`src/rtl/smb_pkg.sv`:
```
package smb_pkg;
   localparam int unsigned LANE_W      = 8;
   localparam int unsigned FULL_BIT    = 31;
   localparam int unsigned LINE_BASE   = 32'h100;
   localparam int unsigned LINE_STRIDE = 4;
   localparam int unsigned STATUS_OFS  = 32'h304;
   localparam int unsigned DIM_OFS     = 32'h380;
   localparam int unsigned MBOX_BASE   = 32'h400;
   localparam int unsigned MBOX_STRIDE = 32'h10;
   localparam int unsigned OFS_WORD    = 32'h0;
   localparam int unsigned OFS_FEN     = 32'h4;
   localparam int unsigned OFS_EEN     = 32'h8;

   // status layout: full lane above empty lane
   typedef struct packed {
      logic [LANE_W-1:0] full;
      logic [LANE_W-1:0] empty;
   } smb_status_t;

   function automatic int unsigned line_addr(int unsigned n);
      return LINE_BASE + LINE_STRIDE * n;
   endfunction

   function automatic int unsigned slot_addr(int unsigned i, int unsigned ofs);
      return MBOX_BASE + MBOX_STRIDE * i + ofs;
   endfunction
endpackage

```
`src/rtl/smb_slot.sv`:
```
module smb_slot #(
   parameter int unsigned DATA_W = 32
) (
   input  logic              clk,
   input  logic              rst_n,
   input  logic              wr_word_i,
   input  logic              wr_fen_i,
   input  logic              wr_een_i,
   input  logic [DATA_W-1:0] wdata_i,
   output logic [DATA_W-1:0] word_o,
   output logic              full_ie_o,
   output logic              empty_ie_o
);
   logic [DATA_W-1:0] word_q;
   logic              fen_q, een_q;

   always_ff @(posedge clk or negedge rst_n) begin
      if (!rst_n) begin
         word_q <= '0;
         fen_q  <= 1'b0;
         een_q  <= 1'b0;
      end else begin
         if (wr_word_i) word_q <= wdata_i;
         if (wr_fen_i)  fen_q  <= wdata_i[0];
         if (wr_een_i)  een_q  <= wdata_i[0];
      end
   end

   assign word_o     = word_q;
   assign full_ie_o  = fen_q;
   assign empty_ie_o = een_q;


   zero_drain_chk: assert property (@(posedge clk) disable iff (!rst_n)
      (wr_word_i && wdata_i == '0) |=> (word_o == '0));

   word_hold_chk: assert property (@(posedge clk) disable iff (!rst_n)
      !wr_word_i |=> $stable(word_o));

   enable_hold_chk: assert property (@(posedge clk) disable iff (!rst_n)
      !(wr_fen_i || wr_een_i) |=> ($stable(full_ie_o) && $stable(empty_ie_o)));
endmodule

```
`src/rtl/smb_irq_line.sv`:
```
module smb_irq_line #(
   parameter int unsigned ST_W = 16
) (
   input  logic            clk,
   input  logic            rst_n,
   input  logic            wr_i,
   input  logic [ST_W-1:0] wmask_i,
   input  logic [ST_W-1:0] cond_i,
   output logic [ST_W-1:0] mask_o,
   output logic            irq_o
);
   logic [ST_W-1:0] mask_q;
   logic            irq_q;

   always_ff @(posedge clk or negedge rst_n) begin
      if (!rst_n) begin
         mask_q <= '0;
         irq_q  <= 1'b0;
      end else begin
         if (wr_i) mask_q <= wmask_i;
         irq_q <= |(cond_i & mask_q);
      end
   end

   assign mask_o = mask_q;
   assign irq_o  = irq_q;


   masked_quiet_chk: assert property (@(posedge clk) disable iff (!rst_n)
      (mask_q == '0) |=> !irq_o);

   no_cond_quiet_chk: assert property (@(posedge clk) disable iff (!rst_n)
      (cond_i == '0) |=> !irq_o);

   level_hold_chk: assert property (@(posedge clk) disable iff (!rst_n)
      (irq_o && $stable(cond_i) && $stable(mask_q)) |=> irq_o);
endmodule

```
`src/rtl/smb_ctrl.sv`:
```
module smb_ctrl
   import smb_pkg::*;
#(
   parameter int unsigned NUM_MBOX  = 8,
   parameter int unsigned NUM_LINES = 2,
   parameter int unsigned NUM_SS    = 0,
   parameter int unsigned NUM_AS    = 0,
   parameter int unsigned NUM_DB    = 0,
   parameter int unsigned ADDR_W    = 12
) (
   input  logic                 clk,
   input  logic                 rst_n,
   input  logic [ADDR_W-1:0]    bus_addr,
   input  logic [31:0]          bus_wdata,
   input  logic                 bus_we,
   output logic [31:0]          bus_rdata,
   output logic [NUM_LINES-1:0] irq_o
);
   localparam int unsigned ST_W = 2 * LANE_W;
   localparam logic [LANE_W-1:0] IMPL = LANE_W'((1 << NUM_MBOX) - 1);
   localparam logic [ST_W-1:0] IMPL_ST = {IMPL, IMPL};
   localparam logic [31:0] DIM_WORD = {12'd0, 4'(NUM_LINES), 4'(NUM_DB),
                                       4'(NUM_AS), 4'(NUM_SS), 4'(NUM_MBOX)};

   // elaboration-time parameter checks
   if (NUM_MBOX < 1 || NUM_MBOX > LANE_W) begin : g_bad_mbox
      $error("smb_ctrl: NUM_MBOX must lie in 1..8");
   end
   if (NUM_LINES < 1 || NUM_LINES > 15) begin : g_bad_lines
      $error("smb_ctrl: NUM_LINES must lie in 1..15");
   end
   if (NUM_SS > 15 || NUM_AS > 15 || NUM_DB > 15) begin : g_bad_caps
      $error("smb_ctrl: capability counts must fit in 4 bits");
   end
   if (ADDR_W < 11 || ADDR_W > 32) begin : g_bad_addr
      $error("smb_ctrl: ADDR_W must lie in 11..32");
   end

   logic [31:0]                    a32;
   logic [NUM_MBOX-1:0][31:0]      words;
   logic [NUM_MBOX-1:0]            fen, een;
   logic [LANE_W-1:0]              full_v, empty_v, fen_v, een_v;
   smb_status_t                    raw, cond;
   logic [NUM_LINES-1:0][ST_W-1:0] masks;

   assign a32 = 32'(bus_addr);

   for (genvar i = 0; i < LANE_W; i++) begin : g_slot
      if (i < NUM_MBOX) begin : g_impl
         smb_slot #(.DATA_W(32)) u_slot (
            .clk        (clk),
            .rst_n      (rst_n),
            .wr_word_i  (bus_we && a32 == slot_addr(i, OFS_WORD)),
            .wr_fen_i   (bus_we && a32 == slot_addr(i, OFS_FEN)),
            .wr_een_i   (bus_we && a32 == slot_addr(i, OFS_EEN)),
            .wdata_i    (bus_wdata),
            .word_o     (words[i]),
            .full_ie_o  (fen[i]),
            .empty_ie_o (een[i])
         );
         assign full_v[i]  = words[i][FULL_BIT];
         assign empty_v[i] = ~words[i][FULL_BIT];
         assign fen_v[i]   = fen[i];
         assign een_v[i]   = een[i];
      end else begin : g_absent
         assign full_v[i]  = 1'b0;
         assign empty_v[i] = 1'b0;
         assign fen_v[i]   = 1'b0;
         assign een_v[i]   = 1'b0;
      end
   end

   assign raw.full   = full_v;
   assign raw.empty  = empty_v;
   assign cond.full  = full_v & fen_v;
   assign cond.empty = empty_v & een_v;

   for (genvar n = 0; n < NUM_LINES; n++) begin : g_line
      smb_irq_line #(.ST_W(ST_W)) u_line (
         .clk     (clk),
         .rst_n   (rst_n),
         .wr_i    (bus_we && a32 == line_addr(n)),
         .wmask_i (bus_wdata[ST_W-1:0] & IMPL_ST),
         .cond_i  (cond),
         .mask_o  (masks[n]),
         .irq_o   (irq_o[n])
      );
   end

   always_comb begin
      bus_rdata = '0;
      if (a32 == STATUS_OFS) bus_rdata = {16'd0, raw};
      if (a32 == DIM_OFS)    bus_rdata = DIM_WORD;
      for (int n = 0; n < NUM_LINES; n++) begin
         if (a32 == line_addr(n)) bus_rdata = {16'd0, masks[n]};
      end
      for (int i = 0; i < NUM_MBOX; i++) begin
         if (a32 == slot_addr(i, OFS_WORD)) bus_rdata = words[i];
         if (a32 == slot_addr(i, OFS_FEN))  bus_rdata = {31'd0, fen[i]};
         if (a32 == slot_addr(i, OFS_EEN))  bus_rdata = {31'd0, een[i]};
      end
   end


   read_stable_chk: assert property (@(posedge clk) disable iff (!rst_n)
      !bus_we |=> ($stable(bus_addr) -> $stable(bus_rdata)));
endmodule

```
`config.mk`:
```
export PLATFORM = sky130hd
export DESIGN_NAME = smb_ctrl
export DESIGN_NICKNAME = d
export VERILOG_FILES = /design/src/rtl/smb_pkg.sv /design/src/rtl/smb_slot.sv /design/src/rtl/smb_irq_line.sv /design/src/rtl/smb_ctrl.sv
export SDC_FILE = /design/constraint.sdc
export NUM_CORES = 1
export LEC_CHECK = 0
export ABC_AREA = 0
export BUFFER_PORTS_ARGS = -buffer_cell sky130_fd_sc_hd__buf_2
export CAP_MARGIN = 40
export CORE_MARGIN = 3
export CORE_UTILIZATION = 65
export CTS_CLUSTER_DIAMETER = 40
export CTS_CLUSTER_SIZE = 12
export DETAILED_ROUTE_END_ITERATION = 10
export PLACE_DENSITY = 0.85
export SYNTH_ARGS = -nofsm -noshare
export SYNTH_HDL_FRONTEND = slang
export SYNTH_SLANG_ARGS = --single-unit
```
`constraint.sdc`:
```
create_clock -name clk -period 3.78 [get_ports clk]
set_clock_uncertainty 0.05 [all_clocks]
set_input_delay 0.567 -clock clk [delete_from_list [all_inputs] [get_ports clk]]
set_output_delay 0.567 -clock clk [all_outputs]
set_load 0.05 [all_outputs]
```
# After elaboration in Yosys (flattened, before gate mapping)
# Cells that the tools add are included.
# op_classes
n_mux	28
bitwise_logic	12
reduce_logical	28
n_eq_ne	28
# ops
op	n
two-way mux 32 bit	25
== test 12 x 11 -> 1 bit (second input constant)	24
two-way mux 18 bit	2
AND 16 bit	2
OR reduction 16 bit	2
logical AND 1 bit	26
== test 12 x 10 -> 1 bit (second input constant)	2
== test 12 x 9 -> 1 bit (second input constant)	2
AND 8 bit	2
two-way mux 16 bit	1
NOT 1 bit	8
# totals
inputBits	47
register_bits	306
wordCells	124

# Depth between registers and ports, before layout
# Gate-level depths: netlist of run 1.
# depth
ltp_word	29
depth_mapped	10
depth_no_buf	7

# Hierarchy
# Synthesis of run 1 repeated with hierarchy kept, for this count alone.
# hier_totals
hier_cells	1081
hier_area_um2	15590.0
# modules_own_cells
mod	area_per_inst_um2	n_inst	cells_per_inst	seq_area_each_um2
smb_slot	1417.6	8	72	850.8
smb_ctrl	2747.6	1	417	0.0
smb_irq_line	750.7	2	44	425.4

# Worst setup path before layout of run 1
# OpenSTA, ideal clock, no wires.
# synth_timing
kind	input to output
from	input bus_addr[4]
to	output bus_rdata[0]
path_buffers	2
slack_ns	0.163
arrival_ns	3.000
path_stages	9
cell_sequence	or4_1 > buf_2 > or3_4 > buf_6 > o2bb2ai_2 > o21ai_1 > a21oi_2 > o211ai_2 > a31oi_1
# synth_via
elab_chain_cells	29
word_cells_on_any_way	56
cone_classes	eq/ne: 28; mux: 28
# synth_rtl
item	line	source
start, declared	smb_ctrl.sv:13	input logic [ADDR_W-1:0] bus_addr,
== test 12 x 10 -> 1 bit	smb_ctrl.sv:92	if (a32 == STATUS_OFS) bus_rdata = {16'd0, raw};
two-way mux 16 bit	smb_ctrl.sv:92	
two-way mux 18 bit	smb_ctrl.sv:93	if (a32 == DIM_OFS) bus_rdata = DIM_WORD;
two-way mux 18 bit	smb_ctrl.sv:95	if (a32 == line_addr(n)) bus_rdata = {16'd0, masks[n]};
two-way mux 32 bit	smb_ctrl.sv:95	
two-way mux 32 bit	smb_ctrl.sv:98	if (a32 == slot_addr(i, OFS_WORD)) bus_rdata = words[i];
two-way mux 32 bit	smb_ctrl.sv:99	if (a32 == slot_addr(i, OFS_FEN)) bus_rdata = {31'd0, fen[i]};
two-way mux 32 bit	smb_ctrl.sv:100	if (a32 == slot_addr(i, OFS_EEN)) bus_rdata = {31'd0, een[i]};
[13 not listed]	--	
two-way mux 32 bit	smb_ctrl.sv:99	
two-way mux 32 bit	smb_ctrl.sv:100	
two-way mux 32 bit	smb_ctrl.sv:98	
two-way mux 32 bit	smb_ctrl.sv:99	
two-way mux 32 bit	smb_ctrl.sv:100	
two-way mux 32 bit	smb_ctrl.sv:98	
two-way mux 32 bit	smb_ctrl.sv:99	
two-way mux 32 bit *	smb_ctrl.sv:100	
end, declared	smb_ctrl.sv:16	output logic [31:0] bus_rdata,
# Every way passes the cells marked *; elsewhere a longest branch is shown, timed or not.

# Worst setup path in the final report of run 1
# layout_timing
from	input bus_addr[3]
to	output bus_rdata[15]
# Same word-level chain as after synthesis.

==> results of run 1 <==
repair_timing:
item	4_1_cts	5_1_grt
hold buffers	0	0
setup buffers	0	0
endpoints found under the setup margin	0	1
metrics by stage:
stage | util, % | instance area, µm²
detailed placement | 70.5 | 14900
floorplan | - | 14100
finish | 76.8 | 16200
global placement | 70.5 | 14900
CTS | 76.8 | 16200
global route | 76.8 | 16200
cell usage after synthesis (5+ instances only):
library cell  instances  share of area, %
a211oi_1              7              0.37
a21oi_1              19              0.67
a221oi_1             30               1.9
a22o_1               30               1.9
a22oi_1              69               3.7
a31oi_1               6              0.27
a32oi_1              11              0.68
buf_1                22              0.59
buf_2                44               1.6
buf_6                 5              0.40
clkbuf_1             13              0.35
dfrtp_1             306                54
inv_1                 5              0.13
mux2_2              293                23
mux2_4               10               1.1
nand2_1              28              0.75
nand3_1              26              0.92
nand4_1              19              0.84
nor2_1               28              0.75
nor2b_1              13              0.58
nor3_1                6              0.21
o21ai_0              13              0.46
or3_1                 5              0.22
flip-flops by register name, indices dropped and copies added, names as in the netlist:
signal / count
g_slot.g_impl.u_slot.word_o: 256
g_slot.g_impl.u_slot.full_ie_o: 8
g_slot.g_impl.u_slot.empty_ie_o: 8
g_line.u_line.mask_o: 32
g_line.u_line.irq_o: 2
metal layers:
metal	share of wire [%]	wire (µm)	vias up	global-route usage, %
met3	8.4	3180	144	5.92
met4	4.3	1630	2	15.2
met5	0.034	13	-	0
met2	48	18300	535	51.9
met1	39	14800	5097	42.8
li1	-	-	4240	-
power by group through the flow:
stage	Combinational, µW	Sequential, µW	Clock, µW
final	209	3300	3760
after global routing	232	3300	3940
after CTS	211	3300	3790
after detailed placement	208	3360	0
after global placement	202	3360	0
after floorplan	71.7	3360	0
path summary, 6_finish.rpt:
kind / end / slack [ps] / cells after the start
max reg2reg: g_line[1].u_line.irq_o$_DFF_PN0_ / 2170 / 4
max: bus_rdata[15] / 190 / 10
min in group clk: g_slot[5].g_impl.u_slot.word_o[27]$_DFFE_PN0P_ / 320 / 2
min reg2reg: g_slot[2].g_impl.u_slot.word_o[0]$_DFFE_PN0P_ / 450 / 1
min: g_slot[2].g_impl.u_slot.word_o[0]$_DFFE_PN0P_ / 40 / 1
max in group asynchronous: g_slot[1].g_impl.u_slot.word_o[27]$_DFFE_PN0P_ / 2600 / 2
logic make-up (layout without fill, tap and decap cells):
group,Yosys count,in the layout
flip-flops,306,306
multiplexers,305,305
AO/OA/AOI/OAI,205,205
AND/OR/NAND/NOR,161,161
buffers and inverters,92,197
XOR/XNOR,1,1
other,0,1
cell type report:
cell class | instances | area [µm²] | share of cell area (%)
Sequential cell | 306 | 7660 | 47.1
Multi-Input combinational cell | 672 | 6040 | 37.2
Clock buffer | 53 | 1150 | 7.09
Timing Repair Buffer | 121 | 843 | 5.19
Tap cell | 275 | 344 | 2.12
Clock inverter | 18 | 183 | 1.12
Inverter | 5 | 18.8 | 0.116
Antenna cell | 1 | 2.50 | 0.0154
cells in the final DEF, fill, tap and decap left out, types with 20 or more instances in the layout:
cell type,count
nand3_1,26
dfrtp_1,306
a22o_1,30
a22oi_1,69
a221oi_1,30
buf_2,79
mux2_2,293
nand2_1,20
clkbuf_16,42
nor2_1,27
buf_4,31
critical path, stage by stage:
cell and delay [ps]:
buf_2 160, nor4_1 610, nand2_1 110, buf_4 240, nor2_4 350, buf_4 240, buf_4 200, a22oi_1 80
nand4_1 120, buf_2 280
==> impl_metrics.ini, run 1 <==
[drt]
first_iter_violations = 996
routed_wl_mm = 37.9
firstDrtPassIters = 5
wl_per_cell_um = 26.1
vias = 10000
drc_errors = 0
antenna_left = 0
viasPerCell = 6.90

[sta]
min_period_over_period_pct = 94.9
grt_setup_unrepaired = false
hold_slack_ps = 37.2
hold_viol_final = 0
fmax_ghz = 0.279
setup_viol = 0
worst_slack_ps = 195
setup_tns_ps = 0
slew_headroom_pct = 40.0
post-route-min-period_ps = 3590
tightest_slew_ps = 900
drv_slew = 0

[global_route]
grt_pass1_wl_mm = 59.9
grt_max_degree = 111
antenna_found_initial = 2
grt_pass1_vias = 10600
grt_overflow = 0
grt_usage_pct = 32.2

[pwr]
p_seq_share_pct = 45.4
leakagePower_uw = 0.00814
comb_power_share_pct = 2.9
switchingPower_uw = 1630
clockPowerShare_pct = 51.7
intPower_uw = 5650
power_density_nw_per_um2 = 448
p_total_uw = 7280
swShare_pct = 22.4
irDropWorstVdd_mv = 0.369

[yosys]
ys.flop_type = dfrtp_1
yosys.area_share.simple_pct = 6.72
synth_seq_area_share_pct = 54.3
yosysUniqueCellTypes = 66
ys_ff_latch = 306
synth-edff-count = 0
synth_compound_area_share_pct = 11.1
synth_top_family_by_area = multiplexers
syn_inst = 1070
yosys.area_share.adder_pct = 0
synthMuxAreaShare_pct = 24.6
async_flop_share_pct = 100
yosys_warnings = 0
synth-xor-area-share_pct = 0.0621
avgSynthCellArea_um2 = 13.2
synth_fp_nets = 1117
netlist_area_um2 = 14100

[floorplan]
fp.dieW_um = 153
ios = 81
core_region_area_um2 = 21200
start_util_pct = 66.7
die_h_um = 153
rows = 53
die_area_um2 = 23500

[setup_path]
worst_setup_path_end_kind = primary output
startpoint = bus_addr[3]
r2r_start = g_slot[3].g_impl.u_slot.empty_ie_o$_DFFE_PN0P_
crit_required_ps = 3160
worstPathMaxFanout = 13
cp.arrival_ps = 2970
critPathKind = primary input to primary output
critPathLaunchType = primary input

[layout]
nets = 1193
stdcell_count = 1451
post_route_cells_drive_above_1_share_pct = 44.5
syn2layout_area_growth_pct = 15.2
nFillCells = 1222

[cts]
htree_num_levels = 2
cts_tree = built
clk_pin_slew_worst_paths_ps = 50
cts-root-buf = clkbuf_16
clk_path_buf_depth = 3
numCtsBuffers = 40
cts.repair.resized = 0
clock-sinks = 306
worstSkewPairLatency_ps = 530

[run_status]
status = completed

[placed_design]
dp.cells = 1379
gp_congestion = 0.962
dp_hpwl_mm = 22.7
portBuffers = 80
place_ws_ps = 289

[run]
drv_cap = 0

[worst_hold_path]
hold_path_class = primary input to asynchronous set/reset pin
Power figures use the tool's default switching activity.
==> run 2, diff against run 1 <==
--- a/config.mk
+++ b/config.mk
@@ -9,11 +9,12 @@
 export BUFFER_PORTS_ARGS = -buffer_cell sky130_fd_sc_hd__buf_2
 export CAP_MARGIN = 40
 export CORE_MARGIN = 3
-export CORE_UTILIZATION = 65
+export CORE_UTILIZATION = 55
 export CTS_CLUSTER_DIAMETER = 40
 export CTS_CLUSTER_SIZE = 12
 export DETAILED_ROUTE_END_ITERATION = 10
-export PLACE_DENSITY = 0.85
+export PLACE_DENSITY = 0.77
+export RECOVER_POWER = 100
 export SYNTH_ARGS = -nofsm -noshare
 export SYNTH_HDL_FRONTEND = slang
 export SYNTH_SLANG_ARGS = --single-unit
==> constraint.sdc (replaced) <==
create_clock -name clk -period 3.2 [get_ports clk]
set_clock_uncertainty 0.05 [all_clocks]
set_input_delay 0.48 -clock clk [delete_from_list [all_inputs] [get_ports clk]]
set_output_delay 0.48 -clock clk [all_outputs]
set_load 0.05 [all_outputs]
==> run 2 against run 1 <==
  * The run now ends with max-capacitance violations, max-slew violations left
  * Count of clock-buffer cells in the layout unchanged
  * First-iteration DRC count fell by 15%
  * Global-route usage down 5.4 points
  * Clock power grew 23%
  * Non-clock buffer count grew 31
  * Sequential cell count unchanged
  * Via count decreased by 1.7%
  * Worst setup slack worse by 180 ps
  * Hold slack improved by 200 ps
  * Routed wire length fell by 2.2%
  * Largest power group unchanged
==> impl_metrics.ini, run 2 (synthesized netlist as in run 1, its figures left out) <==
[sta]
fmax_ghz = 0.314
grt_setup_unrepaired = true
post-route-min-period_ps = 3180
tightest_slew_ps = 2370
drv_slew = 89
hold_viol_final = 0
setup_viol = 0
min_period_over_period_pct = 99.4
slew_headroom_pct = -58.1

[setup_path]
r2r_start = g_slot[3].g_impl.u_slot.empty_ie_o$_DFFE_PN0P_
cp.arrival_ps = 2650
worst_setup_path_end_kind = primary output
critPathLaunchType = primary input
worstPathMaxFanout = 6
r2r_cells = 4
r2r_slack_ps = 1650
startpoint = bus_addr[3]
critPathKind = primary input to primary output
crit_required_ps = 2670

[layout]
seq_area_um2 = 7660
multiInputGateArea_um2 = 6050
layout_common_cells = dfrtp_1, mux2_2, buf_2, a22oi_1, buf_4
stdcell_count = 1530
largest_reg_flops = 256
final_common_cell = dfrtp_1
nets = 1225
post_route_cells_drive_above_1_share_pct = 45.1
syn2layout_area_growth_pct = 18.4
antenna_cells = 0
nFillCells = 1767

[cts]
cts_tree = built
numCtsBuffers = 41
clk_pin_slew_worst_paths_ps = 60
worstSkewPairLatency_ps = 530
clk_path_buf_depth = 3
clock-sinks = 306
cts-root-buf = clkbuf_16
htree_num_levels = 2

[drt]
wl_per_cell_um = 24.2
first_iter_violations = 847
antenna_left = 0
viasPerCell = 6.43
vias = 9845
routed_wl_mm = 37.0
firstDrtPassIters = 5
drc_errors = 0

[floorplan]
die_area_um2 = 27600
ios = 81
die_h_um = 166
core_region_area_um2 = 24700
fp.dieW_um = 166
start_util_pct = 57.0
rows = 57

[placed_design]
gp_congestion = 0.974
dp.cells = 1457
portBuffers = 80
dp_hpwl_mm = 23.5

[global_route]
grt_pass1_vias = 10400
antenna_found_initial = 0
grt_pass1_wl_mm = 59.3
grt_max_degree = 94
grt_overflow = 0
grt_usage_pct = 26.9

[pwr]
irDropWorstVdd_mv = 0.461
p_total_uw = 8790
switchingPower_uw = 1900
intPower_uw = 6890
leakagePower_uw = 0.00832
power_density_nw_per_um2 = 526
comb_power_share_pct = 3.0
clockPowerShare_pct = 52.6
swShare_pct = 21.6
p_seq_share_pct = 44.4

[run_status]
status = finished with violations
violations = max-capacitance violations, max-slew violations

[worst_hold_path]
hold_path_class = primary input to flop
min_path_cells = 2
min_from = bus_wdata[21]

[run]
drv_cap = 1
run 2: cell count changes in the layout (fill, tap and decap cells not counted), moves of 5 or more:
cell / previous run / this run
buf_4: 31 / 44
clkbuf_1: 5 / 12
nand2_1: 20 / 25
buf_12: 10 / 18
buf_2: 79 / 71
nand2_2: 8 / 3
run 2: worst paths after layout:
path	endpoint
max in group asynchronous	g_slot[2].g_impl.u_slot.word_o[6]$_DFFE_PN0P_
max reg2reg	g_line[1].u_line.irq_o$_DFF_PN0_
min in group asynchronous	g_slot[0].g_impl.u_slot.word_o[0]$_DFFE_PN0P_
min reg2reg	g_slot[0].g_impl.u_slot.word_o[5]$_DFFE_PN0P_
min	g_slot[0].g_impl.u_slot.word_o[21]$_DFFE_PN0P_
max	bus_rdata[15]
run 2: routing by layer:
metal  vias up  wire (µm)  GRT usage (%)
li1       4293          -              -
met1      5078      15400           35.8
met2       365      17900           44.4
met3       109       2420           4.83
met4         0       1370           9.98
met5         -          0              0
run 2: area by class of cell:
cell class,instances,area share (%)
clock buffer,53,7.02
clock inverter,18,1.43
inverter,5,0.112
multi-input combinational,672,36.2
sequential,306,45.9
tap,324,2.43
timing repair buffer,152,6.93
run 2: timing repair:
action                                 CTS  global route
setup buffers                            0             1
pin swaps                                0             1
setup endpoints to repair                3            20
resized for setup                        3            11
hold buffers                             1             0
endpoints found under the hold margin   14             0
run 2: stage by stage:
step           hold WS (ps)  worst slack (ps)  TNS (ps)  utilization, %  instance area [µm²]
6_report                240              19.1         0            67.5                16700
5_1_grt                 242             -25.8     -98.1            67.5                16700
4_1_cts                 221              25.2         0            67.5                16700
2_1_floorplan           134              42.4         0               -                14100
3_3_place_gp            437              3.04         0            61.8                15300
3_5_place_dp            443             -10.3     -14.2            61.8                15300
run 2: power groups by stage:
| stage | Combinational, µW | Sequential, µW | Clock (µW) |
|---|---|---|---|
| floorplan | 84.8 | 3960 | 0 |
| global placement | 262 | 3970 | 0 |
| detailed placement | 267 | 3970 | 0 |
| CTS | 271 | 3900 | 4680 |
| global route | 298 | 3900 | 4870 |
| finish | 265 | 3900 | 4620 |
run 2: critical path: stages:
cell and delay, ps:
buf_2 100, or4b_2 680, or3_4 390, nand2b_1 250, o21ai_1 270, nand4_1 200
clkbuf_4 260
